**src/rtl/radio_cfg_pkg.sv**
```systemverilog
package radio_cfg_pkg;

  typedef enum logic [1:0] {
    SRC_CONST   = 2'd0,
    SRC_ADDR    = 2'd1,
    SRC_PAYLOAD = 2'd2
  } src_e;

  typedef struct packed {
    logic [7:0] cmd;
    logic [7:0] len;
    src_e       src;
    logic [7:0] val;
  } step_t;

  localparam logic [7:0] OP_REG_WR  = 8'h20;
  localparam logic [7:0] OP_PL_WR   = 8'hA0;

  localparam logic [4:0] RG_CONFIG  = 5'h00;
  localparam logic [4:0] RG_AUTOACK = 5'h01;
  localparam logic [4:0] RG_PIPEEN  = 5'h02;
  localparam logic [4:0] RG_RETRY   = 5'h04;
  localparam logic [4:0] RG_CHAN    = 5'h05;
  localparam logic [4:0] RG_PHY     = 5'h06;
  localparam logic [4:0] RG_RXADR0  = 5'h0A;
  localparam logic [4:0] RG_TXADR   = 5'h10;
  localparam logic [4:0] RG_RXWID0  = 5'h11;

  function automatic logic [7:0] reg_wr(input logic [4:0] addr);
    return OP_REG_WR | {3'b000, addr};
  endfunction

  function automatic step_t mk_step(input logic [7:0] cmd, input logic [7:0] len,
                                    input src_e src, input logic [7:0] val);
    step_t s;
    s.cmd = cmd;
    s.len = len;
    s.src = src;
    s.val = val;
    return s;
  endfunction

endpackage

```
**src/rtl/spi_byte_engine.sv**
```systemverilog
module spi_byte_engine #(
  parameter int CLK_DIV = 4
) (
  input  logic       clk,
  input  logic       rst_n,
  input  logic       go_i,
  input  logic [7:0] tx_byte_i,
  input  logic       miso_i,
  output logic       sclk_o,
  output logic       mosi_o,
  output logic       done_o,
  output logic [7:0] rx_byte_o
);
  localparam int HALF  = CLK_DIV / 2;
  localparam int CNT_W = (HALF > 1) ? $clog2(HALF) : 1;
  localparam logic [CNT_W-1:0] CNT_LAST = CNT_W'(HALF - 1);

  logic             active_q;
  logic             sclk_q;
  logic [CNT_W-1:0] cnt_q;
  logic [2:0]       bit_q;
  logic [7:0]       tx_sh_q;
  logic [7:0]       rx_sh_q;
  logic             done_q;

  always_ff @(posedge clk or negedge rst_n) begin
    if (!rst_n) begin
      active_q <= 1'b0;
      sclk_q   <= 1'b0;
      cnt_q    <= '0;
      bit_q    <= '0;
      tx_sh_q  <= '0;
      rx_sh_q  <= '0;
      done_q   <= 1'b0;
    end else begin
      done_q <= 1'b0;
      if (!active_q) begin
        if (go_i) begin
          active_q <= 1'b1;
          tx_sh_q  <= tx_byte_i;
          cnt_q    <= '0;
          bit_q    <= '0;
        end
      end else if (cnt_q == CNT_LAST) begin
        cnt_q <= '0;
        if (!sclk_q) begin
          sclk_q  <= 1'b1;
          rx_sh_q <= {rx_sh_q[6:0], miso_i};
        end else begin
          sclk_q <= 1'b0;
          if (bit_q == 3'd7) begin
            active_q <= 1'b0;
            done_q   <= 1'b1;
          end else begin
            bit_q   <= bit_q + 3'd1;
            tx_sh_q <= {tx_sh_q[6:0], 1'b0};
          end
        end
      end else begin
        cnt_q <= cnt_q + CNT_W'(1);
      end
    end
  end

  assign sclk_o    = sclk_q;
  assign mosi_o    = tx_sh_q[7];
  assign done_o    = done_q;
  assign rx_byte_o = rx_sh_q;
endmodule

```
**src/rtl/cfg_step_table.sv**
```systemverilog
module cfg_step_table
  import radio_cfg_pkg::*;
#(
  parameter int         ADDR_LEN    = 5,
  parameter int         PAYLOAD_LEN = 32,
  parameter int         STEP_W      = 4
) (
  input  logic              mode_tx_i,
  input  logic [STEP_W-1:0] idx_i,
  output step_t             step_o,
  output logic [STEP_W-1:0] count_o
);
  localparam logic [7:0] ALEN = 8'(ADDR_LEN);
  localparam logic [7:0] PLEN = 8'(PAYLOAD_LEN);

  always_comb begin
    step_o = mk_step(reg_wr(RG_CONFIG), 8'd1, SRC_CONST, 8'h00);
    if (mode_tx_i) begin
      count_o = STEP_W'(9);
      case (idx_i)
        STEP_W'(0): step_o = mk_step(reg_wr(RG_TXADR),   ALEN, SRC_ADDR,    8'h00);
        STEP_W'(1): step_o = mk_step(reg_wr(RG_RXADR0),  ALEN, SRC_ADDR,    8'h00);
        STEP_W'(2): step_o = mk_step(OP_PL_WR,           PLEN, SRC_PAYLOAD, 8'h00);
        STEP_W'(3): step_o = mk_step(reg_wr(RG_AUTOACK), 8'd1, SRC_CONST,   8'h01);
        STEP_W'(4): step_o = mk_step(reg_wr(RG_PIPEEN),  8'd1, SRC_CONST,   8'h01);
        STEP_W'(5): step_o = mk_step(reg_wr(RG_RETRY),   8'd1, SRC_CONST,   8'h0A);
        STEP_W'(6): step_o = mk_step(reg_wr(RG_CHAN),    8'd1, SRC_CONST,   8'h40);
        STEP_W'(7): step_o = mk_step(reg_wr(RG_PHY),     8'd1, SRC_CONST,   8'h07);
        default:    step_o = mk_step(reg_wr(RG_CONFIG),  8'd1, SRC_CONST,   8'h0E);
      endcase
    end else begin
      count_o = STEP_W'(7);
      case (idx_i)
        STEP_W'(0): step_o = mk_step(reg_wr(RG_RXADR0),  ALEN, SRC_ADDR,    8'h00);
        STEP_W'(1): step_o = mk_step(reg_wr(RG_AUTOACK), 8'd1, SRC_CONST,   8'h01);
        STEP_W'(2): step_o = mk_step(reg_wr(RG_PIPEEN),  8'd1, SRC_CONST,   8'h01);
        STEP_W'(3): step_o = mk_step(reg_wr(RG_CHAN),    8'd1, SRC_CONST,   8'h40);
        STEP_W'(4): step_o = mk_step(reg_wr(RG_RXWID0),  8'd1, SRC_CONST,   PLEN);
        STEP_W'(5): step_o = mk_step(reg_wr(RG_PHY),     8'd1, SRC_CONST,   8'h07);
        default:    step_o = mk_step(reg_wr(RG_CONFIG),  8'd1, SRC_CONST,   8'h0F);
      endcase
    end
  end
endmodule

```
**src/rtl/radio_cfg_seq.sv**
```systemverilog
module radio_cfg_seq
  import radio_cfg_pkg::*;
#(
  parameter int         CLK_DIV     = 4,
  parameter int         ADDR_LEN    = 5,
  parameter int         PAYLOAD_LEN = 32,
  parameter logic [7:0] ADDR_BYTE   = 8'hE7
) (
  input  logic       clk,
  input  logic       rst_n,
  input  logic       start_i,
  input  logic       mode_tx_i,
  input  logic [7:0] pl_data_i,
  input  logic       pl_valid_i,
  output logic       pl_ready_o,
  output logic       sclk_o,
  output logic       mosi_o,
  input  logic       miso_i,
  output logic       csn_o,
  output logic       ce_o,
  output logic       busy_o,
  output logic       done_o,
  output logic [7:0] status_o,
  output logic       status_vld_o
);
  localparam int STEP_W = 4;
  localparam int GAP_W  = $clog2(CLK_DIV + 1);
  localparam logic [GAP_W-1:0] GAP_LAST = GAP_W'(CLK_DIV - 1);

  typedef enum logic [1:0] {S_IDLE, S_GAP, S_LOAD, S_SHIFT} state_e;

  state_e            state_q;
  logic [STEP_W-1:0] step_q;
  logic [7:0]        bidx_q;
  logic [GAP_W-1:0]  gap_q;
  logic              mode_q;
  logic              csn_q, ce_q, busy_q, done_q, svld_q;
  logic [7:0]        status_q;

  step_t             step;
  logic [STEP_W-1:0] step_cnt;
  logic              go;
  logic [7:0]        go_byte;
  logic              eng_done;
  logic [7:0]        eng_rx;

  cfg_step_table #(
    .ADDR_LEN   (ADDR_LEN),
    .PAYLOAD_LEN(PAYLOAD_LEN),
    .STEP_W     (STEP_W)
  ) u_table (
    .mode_tx_i(mode_q),
    .idx_i    (step_q),
    .step_o   (step),
    .count_o  (step_cnt)
  );

  spi_byte_engine #(.CLK_DIV(CLK_DIV)) u_engine (
    .clk      (clk),
    .rst_n    (rst_n),
    .go_i     (go),
    .tx_byte_i(go_byte),
    .miso_i   (miso_i),
    .sclk_o   (sclk_o),
    .mosi_o   (mosi_o),
    .done_o   (eng_done),
    .rx_byte_o(eng_rx)
  );

  always_comb begin
    go         = 1'b0;
    go_byte    = step.cmd;
    pl_ready_o = 1'b0;
    if (state_q == S_LOAD) begin
      if (bidx_q == 8'd0) begin
        go = 1'b1;
      end else begin
        case (step.src)
          SRC_PAYLOAD: begin
            pl_ready_o = 1'b1;
            go         = pl_valid_i;
            go_byte    = pl_data_i;
          end
          SRC_ADDR: begin
            go      = 1'b1;
            go_byte = ADDR_BYTE;
          end
          default: begin
            go      = 1'b1;
            go_byte = step.val;
          end
        endcase
      end
    end
  end

  always_ff @(posedge clk or negedge rst_n) begin
    if (!rst_n) begin
      state_q  <= S_IDLE;
      step_q   <= '0;
      bidx_q   <= '0;
      gap_q    <= '0;
      mode_q   <= 1'b0;
      csn_q    <= 1'b1;
      ce_q     <= 1'b0;
      busy_q   <= 1'b0;
      done_q   <= 1'b0;
      svld_q   <= 1'b0;
      status_q <= '0;
    end else begin
      done_q <= 1'b0;
      svld_q <= 1'b0;
      case (state_q)
        S_IDLE: begin
          if (start_i) begin
            mode_q  <= mode_tx_i;
            busy_q  <= 1'b1;
            ce_q    <= 1'b0;
            step_q  <= '0;
            gap_q   <= '0;
            state_q <= S_GAP;
          end
        end
        S_GAP: begin
          if (gap_q == GAP_LAST) begin
            if (step_q == step_cnt) begin
              ce_q    <= 1'b1;
              done_q  <= 1'b1;
              busy_q  <= 1'b0;
              state_q <= S_IDLE;
            end else begin
              csn_q   <= 1'b0;
              bidx_q  <= '0;
              state_q <= S_LOAD;
            end
          end else begin
            gap_q <= gap_q + GAP_W'(1);
          end
        end
        S_LOAD: begin
          if (go) state_q <= S_SHIFT;
        end
        default: begin
          if (eng_done) begin
            if (bidx_q == 8'd0) begin
              status_q <= eng_rx;
              svld_q   <= 1'b1;
            end
            if (bidx_q == step.len) begin
              csn_q   <= 1'b1;
              step_q  <= step_q + STEP_W'(1);
              gap_q   <= '0;
              state_q <= S_GAP;
            end else begin
              bidx_q  <= bidx_q + 8'd1;
              state_q <= S_LOAD;
            end
          end
        end
      endcase
    end
  end

  assign csn_o        = csn_q;
  assign ce_o         = ce_q;
  assign busy_o       = busy_q;
  assign done_o       = done_q;
  assign status_o     = status_q;
  assign status_vld_o = svld_q;
endmodule

```
**config.mk**
```make
export PLATFORM = sky130hd
export DESIGN_NAME = radio_cfg_seq
export DESIGN_NICKNAME = d
export VERILOG_FILES = /design/src/rtl/radio_cfg_pkg.sv /design/src/rtl/spi_byte_engine.sv /design/src/rtl/cfg_step_table.sv /design/src/rtl/radio_cfg_seq.sv
export SDC_FILE = /design/constraint.sdc
export NUM_CORES = 1
export LEC_CHECK = 0
export ABC_AREA = 0
export CORE_MARGIN = 1.5
export CORE_UTILIZATION = 55
export CTS_BUF_LIST = sky130_fd_sc_hd__clkbuf_16
export CTS_CLUSTER_SIZE = 8
export DETAILED_ROUTE_END_ITERATION = 12
export DONT_BUFFER_PORTS = 1
export PLACE_DENSITY = 0.67
export RECOVER_POWER = 25
export SYNTH_ARGS = -nofsm -noshare
export SYNTH_HDL_FRONTEND = slang
export SYNTH_SLANG_ARGS = --single-unit
export TNS_END_PERCENT = 10
```
**constraint.sdc**
```tcl
create_clock -name clk -period 3.4 [get_ports clk]
set_input_delay 0.68 -clock clk [delete_from_list [all_inputs] [get_ports clk]]
set_output_delay 0.68 -clock clk [all_outputs]
set_load 0.1 [all_outputs]
```
==> flow_summary_export.csv, run 1 <==
group,metric,value,unit
worst_setup_path,startpoint,"step_q[0]",
pwr,power_density,785,nW/um2
global_route,grt.met3_usage,0.0545,
routing,routed-via-count,2464,
worst_setup_path,critPathKind,"flip-flop to primary output",
cells_and_area,area_growth_syn_to_layout,5.82,%
worst_setup_path,crit_path_end,"pl_ready_o",
sta,tightest_slew,0.926,ns
worst_setup_path,worst_setup_path_start_kind,"flip-flop",
clocking,clk_pin_slew,0.07,ns
cells_and_area,num_antenna_cells,0,
clocking,clockBufferDepth,2,
sta,rsz0062_at_grt,"false",
run,maxCapViolations,0,
worst_setup_path,required,2.72,ns
clocking,cts_hold_buf,0,
global_route,grt-ovfl-total,0,
global_route,grt_max_degree,55,
logic_synthesis,synth_top_area_cell,"dfrtp_1",
clocking,cts_max_level,2,
sta,period_needed,3.10,ns
pwr,p_sw,1170,uW
placed_design,gp_congestion,0.819,
placed_design,dp_hpwl,4910,um
logic_synthesis,synth_area_leaders,"dfrtp_1 (40%), mux2_2 (6.5%), ha_1 (6.5%), nor2_1 (3.5%), a21oi_1 (3.5%)",
worst_setup_path,rr_endpoint,"u_engine.tx_sh_q[1]",
clocking,cts_tree,"yes",
logic_synthesis,syn_inst,339,
routing,drt_first_pass_iters,4,
worst_setup_path,reg2reg_depth,9,
die,die_w,80.3,um
global_route,track_usage,0.231,
placed_design,io_buffers,0,
worst_setup_path,crit_path_end_kind,"primary output",
pwr,switching_share,0.429,
pwr,total_power,2730,uW
cells_and_area,final_common_cell,"dfrtp_1",
placed_design,dpl_cell_area,3330,um2
global_route,antenna_found_initial,0,
clocking,cts.sinks,54,
clocking,cts_made_buffers,5,
global_route,grt-busiest-layer,"met2",
cells_and_area,mostFrequentLayoutCells,"dfrtp_1 (53), nor2_1 (31), a21oi_1 (23), nand2_1 (22), mux2_2 (19)",
global_route,met1_usage,0.313,
routing,first_iter_violations,118,
routing,route.detailed.drc,0,
sta,fmaxAchievable,323,MHz
die,rows,27,
outcome,outcome,"complete, no violations",
logic_synthesis,syn_nets,370,
pwr,clockPowerShare,0.191,
sta,slew_headroom,0.383,
logic_synthesis,postSynthAreaPerCell,9.70,um2
logic_synthesis,yosysSeqAreaShare,0.411,
sta,slew_viol_final,0,
clocking,insertion_delay,0.29,ns
routing,wire_per_inst,16.8,um
logic_synthesis,yosys_register_bits,54,
pwr,peakVddDrop,0.632,mV
logic_synthesis,synth-async-reset-ratio,1.00,
logic_synthesis,synth-edff-count,0,
die,fp.dieH,80.3,um
sta,tns,0,ns
worst_setup_path,r2r_setup_slack,0.43,ns
die,initial_core_util,0.583,
sta,setup_viol,0,
die,num_io_pins,30,
hold_path,min_path_type,"input pin to asynchronous set/reset pin",
sta,period_share,0.911,
cells_and_area,fill_cells,479,
pwr,pwr-share-comb,0.395,
routing,drt-total-wl,6810,um
worst_setup_path,rr_startpoint,"step_q[0]",
sta,fin_worst_skew,0.00440,ns
routing,vias_per_cell,6.07,
die,core-area,5640,um2
logic_synthesis,yosysTopAreaCellShare,0.403,
pwr,leakagePower,0.00155,uW
cells_and_area,fin_area,3480,um2
logic_synthesis,yosys_most_used_dff,"dfrtp_1",
logic_synthesis,synth_cell_type_count,66,
clocking,post_cts_buffers,0,
global_route,grt_pass1_vias,2275,
logic_synthesis,ys_warn_count,0,
logic_synthesis,syn_area,3290,um2
pwr,intPower,1560,uW
clocking,clockRootBuffer,"clkbuf_16",
cells_and_area,drive_above_1_share,0.138,
pwr,sequentialPowerShare,0.414,
sta,hold_violations,0,
global_route,grt_util_met2,0.368,
worst_setup_path,crit_fanout,10,
cells_and_area,nNetsFinal,364,
clocking,ctsResizeCount,0,
routing,ant_nets,0,
worst_setup_path,crit_arrival,2.42,ns
global_route,grt_pass1_wl,11300,um
die,dieArea,6450,um2
## area by class of cell
| class | count | area [um2] | share of cell area |
|---|---|---|---|
| inverters | 16 | 60.1 | 0.0173 |
| flip-flops and latches | 54 | 1350 | 0.389 |
| well taps | 72 | 90.1 | 0.0259 |
| repair buffers | 5 | 37.5 | 0.0108 |
| clock inverters | 3 | 26.3 | 0.00755 |
| clock buffers | 5 | 125 | 0.0360 |
| multi-input cells | 251 | 1790 | 0.514 |
## cells by family (layout without fill, tap and decap cells)
| logic type | Yosys count | count (layout) | share of synthesized area |
|---|---|---|---|
| AO/OA/AOI/OAI | 78 | 78 | 0.166 |
| buffers and inverters | 34 | 29 | 0.0449 |
| XOR/XNOR | 6 | 6 | 0.0160 |
| AND/OR/NAND/NOR | 127 | 127 | 0.220 |
| flip-flops | 54 | 54 | 0.411 |
| adder cells (fa/ha/maj) | 17 | 17 | 0.0647 |
| multiplexers | 23 | 23 | 0.0772 |
## registers in the layout (all words and copies together) (netlist names), 2 cells and up
name                flops
u_engine.bit_q          3
bidx_q                  8
gap_q                   3
u_engine.tx_sh_q        8
step_q                  4
u_engine.rx_byte_o      8
status_o                8
state_q                 2
## worst min-delay path by stage
| stage | cells after the start | end | slack, ns |
|---|---|---|---|
| finish | 0 | step_q[0] | 0.07 |
| detailed placement | 0 | step_q[0] | 0.39 |
| global route | 0 | mode_q | 0.06 |
| floorplan | 0 | bidx_q[0] | 0.38 |
| global placement | 0 | step_q[0] | 0.39 |
| CTS | 0 | u_engine.cnt_q | 0.07 |
## power by group through the flow
| stage | combinational, uW | sequential [uW] | clock (uW) |
|---|---|---|---|
| 5_1_grt | 1210 | 1160 | 555 |
| 2_1_floorplan | 852 | 1130 | 0 |
| 3_5_place_dp | 1070 | 1150 | 0 |
| 4_1_cts | 1080 | 1130 | 533 |
| 3_3_place_gp | 1050 | 1140 | 0 |
| 6_report | 1080 | 1130 | 522 |
## per-stage QoR
stage,std cells,hold WS [ns],utilization,setup slack [ns]
2_1_floorplan,339,0.384,-,0.474
3_3_place_gp,398,0.387,0.590,0.618
3_5_place_dp,398,0.387,0.590,0.461
4_1_cts,406,0.0694,0.617,0.303
5_1_grt,406,0.0640,0.617,0.0602
6_report,406,0.0723,0.617,0.304
## metal layers
metal | wire [um] | part of all wire | vias to the layer above
li1 | - | - | 1217
met2 | 3170 | 0.47 | 49
met1 | 3220 | 0.47 | 1191
met4 | 90 | 0.013 | 0
met3 | 331 | 0.049 | 7
met5 | 0 | 0 | -
## worst max-delay path: stages (launching register included)
cell and delay, ns:
dfrtp_1 0.45, inv_1 0.15, ha_1 0.29, and4bb_1 0.34, ha_1 0.38, and2_1 0.21
buf_4 0.29
## Yosys cell counts (4+ instances only)
cell type	number
dfrtp_1	53
nand3_1	7
xor2_1	5
nor3_1	6
nor2_1	31
nand4_1	7
a21oi_1	23
mux2_2	19
nor3b_1	4
ha_1	17
o21ai_0	6
nand2_1	22
inv_1	16
nand2b_1	13
clkbuf_1	10
o21ai_1	6
o211ai_1	8
mux2i_1	4
a31oi_1	4
and2_1	5
a211oi_1	5
nor2b_1	7
buf_2	4
No activity file was read; power rests on OpenSTA's default activity.
==> inputs of run 2 (changes only) <==
--- a/config.mk
+++ b/config.mk
@@ -12,8 +12,9 @@
 export CTS_CLUSTER_SIZE = 8
 export DETAILED_ROUTE_END_ITERATION = 12
 export DONT_BUFFER_PORTS = 1
-export PLACE_DENSITY = 0.67
+export PLACE_DENSITY = 0.7
 export RECOVER_POWER = 25
+export SKIP_LAST_GASP = 1
 export SYNTH_ARGS = -nofsm -noshare
 export SYNTH_HDL_FRONTEND = slang
 export SYNTH_SLANG_ARGS = --single-unit
==> run 2 against run 1 <==
Effect of this change: die area unchanged; power increased by 2.7%; sequential share of layout area decreased by 0.24 points; register-to-register slack about the same; first-iteration DRC count grew 12%; cell count did not move; count of clock-buffer cells in the layout did not move; sequential cell count is the same; hold slack improved by 0.0067 ns; core utilization grew 0.38 points; critical path depth unchanged; largest cell class unchanged; largest power group unchanged.
==> flow_summary_export.csv, run 2 (synthesis gave the netlist of run 1 again) <==
group,metric,value,unit
outcome,outcome,"complete, no violations",
cells_and_area,nNetsFinal,364,
sta,tightest_slew,0.922,ns
die,dieArea,6450,um2
clocking,clockRootBuffer,"clkbuf_16",
sta,slew_headroom,0.385,
sta,hold_violations,0,
pwr,peakVddDrop,0.461,mV
die,rows,27,
die,num_io_pins,30,
cells_and_area,area_growth_syn_to_layout,6.47,%
routing,first_iter_violations,132,
pwr,leakagePower,0.00156,uW
sta,period_needed,3.06,ns
sta,setup_ws,0.343,ns
routing,routed-via-count,2516,
global_route,grt_max_degree,55,
die,initial_core_util,0.583,
placed_design,gp_congestion,0.841,
clocking,cts.sinks,54,
clocking,post_cts_buffers,0,
clocking,clockBufferDepth,2,
die,core-area,5640,um2
pwr,power_density,801,nW/um2
cells_and_area,mostFrequentLayoutCells,"dfrtp_1 (53), nor2_1 (31), a21oi_1 (23), nand2_1 (22), mux2_2 (19)",
global_route,grt_pass1_vias,2448,
sta,period_share,0.899,
routing,route.detailed.drc,0,
cells_and_area,fill_cells,479,
worst_setup_path,required,2.72,ns
placed_design,io_buffers,0,
sta,tns,0,ns
run,maxCapViolations,0,
worst_setup_path,critPathKind,"flip-flop to primary output",
clocking,ctsResizeCount,0,
global_route,grt_pass1_wl,11600,um
sta,setup_viol,0,
clocking,cts_made_buffers,5,
clocking,clk_pin_slew,0.07,ns
worst_setup_path,worst_setup_path_start_kind,"flip-flop",
global_route,track_usage,0.232,
clocking,cts_max_level,2,
die,fp.dieH,80.3,um
routing,ant_nets,0,
clocking,cts_hold_buf,0,
routing,wire_per_inst,16.8,um
worst_setup_path,crit_arrival,2.38,ns
hold_path,min_path_type,"input pin to asynchronous set/reset pin",
worst_setup_path,crit_fanout,10,
placed_design,dp_hpwl,4840,um
worst_setup_path,slowest_stage,"nor3b_1",
global_route,grt-ovfl-total,0,
worst_setup_path,crit_path_end_kind,"primary output",
worst_setup_path,crit_chain,"inv_1 -> ha_1 -> nor3b_1 -> a21boi_2 -> and2_1 -> buf_4",
sta,fin_worst_skew,0.00431,ns
routing,drt_first_pass_iters,4,
cells_and_area,num_antenna_cells,0,
routing,vias_per_cell,6.20,
worst_setup_path,crit_family,"simple AND/OR/NAND/NOR gates",
sta,slew_viol_final,0,
sta,rsz0062_at_grt,"false",
cells_and_area,final_common_cell,"dfrtp_1",
worst_setup_path,slowest_delay,0.65,ns
cells_and_area,drive_above_1_share,0.138,
worst_setup_path,critical_path_buf_inv_count,2,
placed_design,place_ws,0.468,ns
cells_and_area,fin_util,0.621,
routing,drt-total-wl,6810,um
die,die_w,80.3,um
sta,fmaxAchievable,327,MHz
global_route,antenna_found_initial,0,
clocking,cts_tree,"yes",
clocking,insertion_delay,0.29,ns
==> run 2: cell types whose count changed in the layout (fill, tap and decap cells not counted) <==
cell / before / now
inv_6: 2 / 1
bufinv_16: 0 / 1
==> run 2: metal layers <==
layer,up-vias,share of wire,track usage
met1,1219,0.46,0.308
met2,70,0.48,0.385
met5,-,0,0
met4,0,0.014,0.0741
met3,10,0.051,0.0420
li1,1217,-,-
==> run 2: report_power, final <==
group / total (uW) / switching [uW] / leakage, uW / internal [uW]
logic: 1080 / 628 / 0.000787 / 457
registers: 1130 / 307 / 0.000686 / 825
clock network: 588 / 237 / 0.0000844 / 352
total: 2800 / 1170 / 0.00156 / 1630
==> run 2: final cells by class <==
type	instances	area (um2)	share of cell area
Timing Repair Buffer	5	37.5	0.0107
Inverter	16	60.1	0.0172
Multi-Input combinational cell	251	1790	0.511
Tap cell	72	90.1	0.0257
Sequential cell	54	1350	0.386
Clock inverter	3	47.5	0.0136
Clock buffer	5	125	0.0357
==> run 2: final timing paths <==
path	startpoint	end	slack (ns)	cells after the start
setup / recovery	bidx_q[0]	pl_ready_o	0.34	6
hold / removal	rst_n	step_q[2]	0.08	0
setup reg to reg	step_q[0]	u_engine.tx_sh_q[2]	0.42	10
hold reg to reg	u_engine.bit_q[0]	u_engine.bit_q[0]	0.49	1
max in group asynchronous	rst_n	csn_o	3.13	0
min in group clk	u_engine.bit_q[0]	u_engine.bit_q[0]	0.49	1
==> run 2: metrics by stage <==
stage,total power (uW),hold WS [ns],instance area (um2),instances
3_5_place_dp,2210,0.386,3330,398
5_1_grt,3010,0.0679,3500,406
2_1_floorplan,1980,0.384,3290,339
4_1_cts,2810,0.0739,3500,406
6_report,2800,0.0790,3500,406
3_3_place_gp,2180,0.386,3330,398
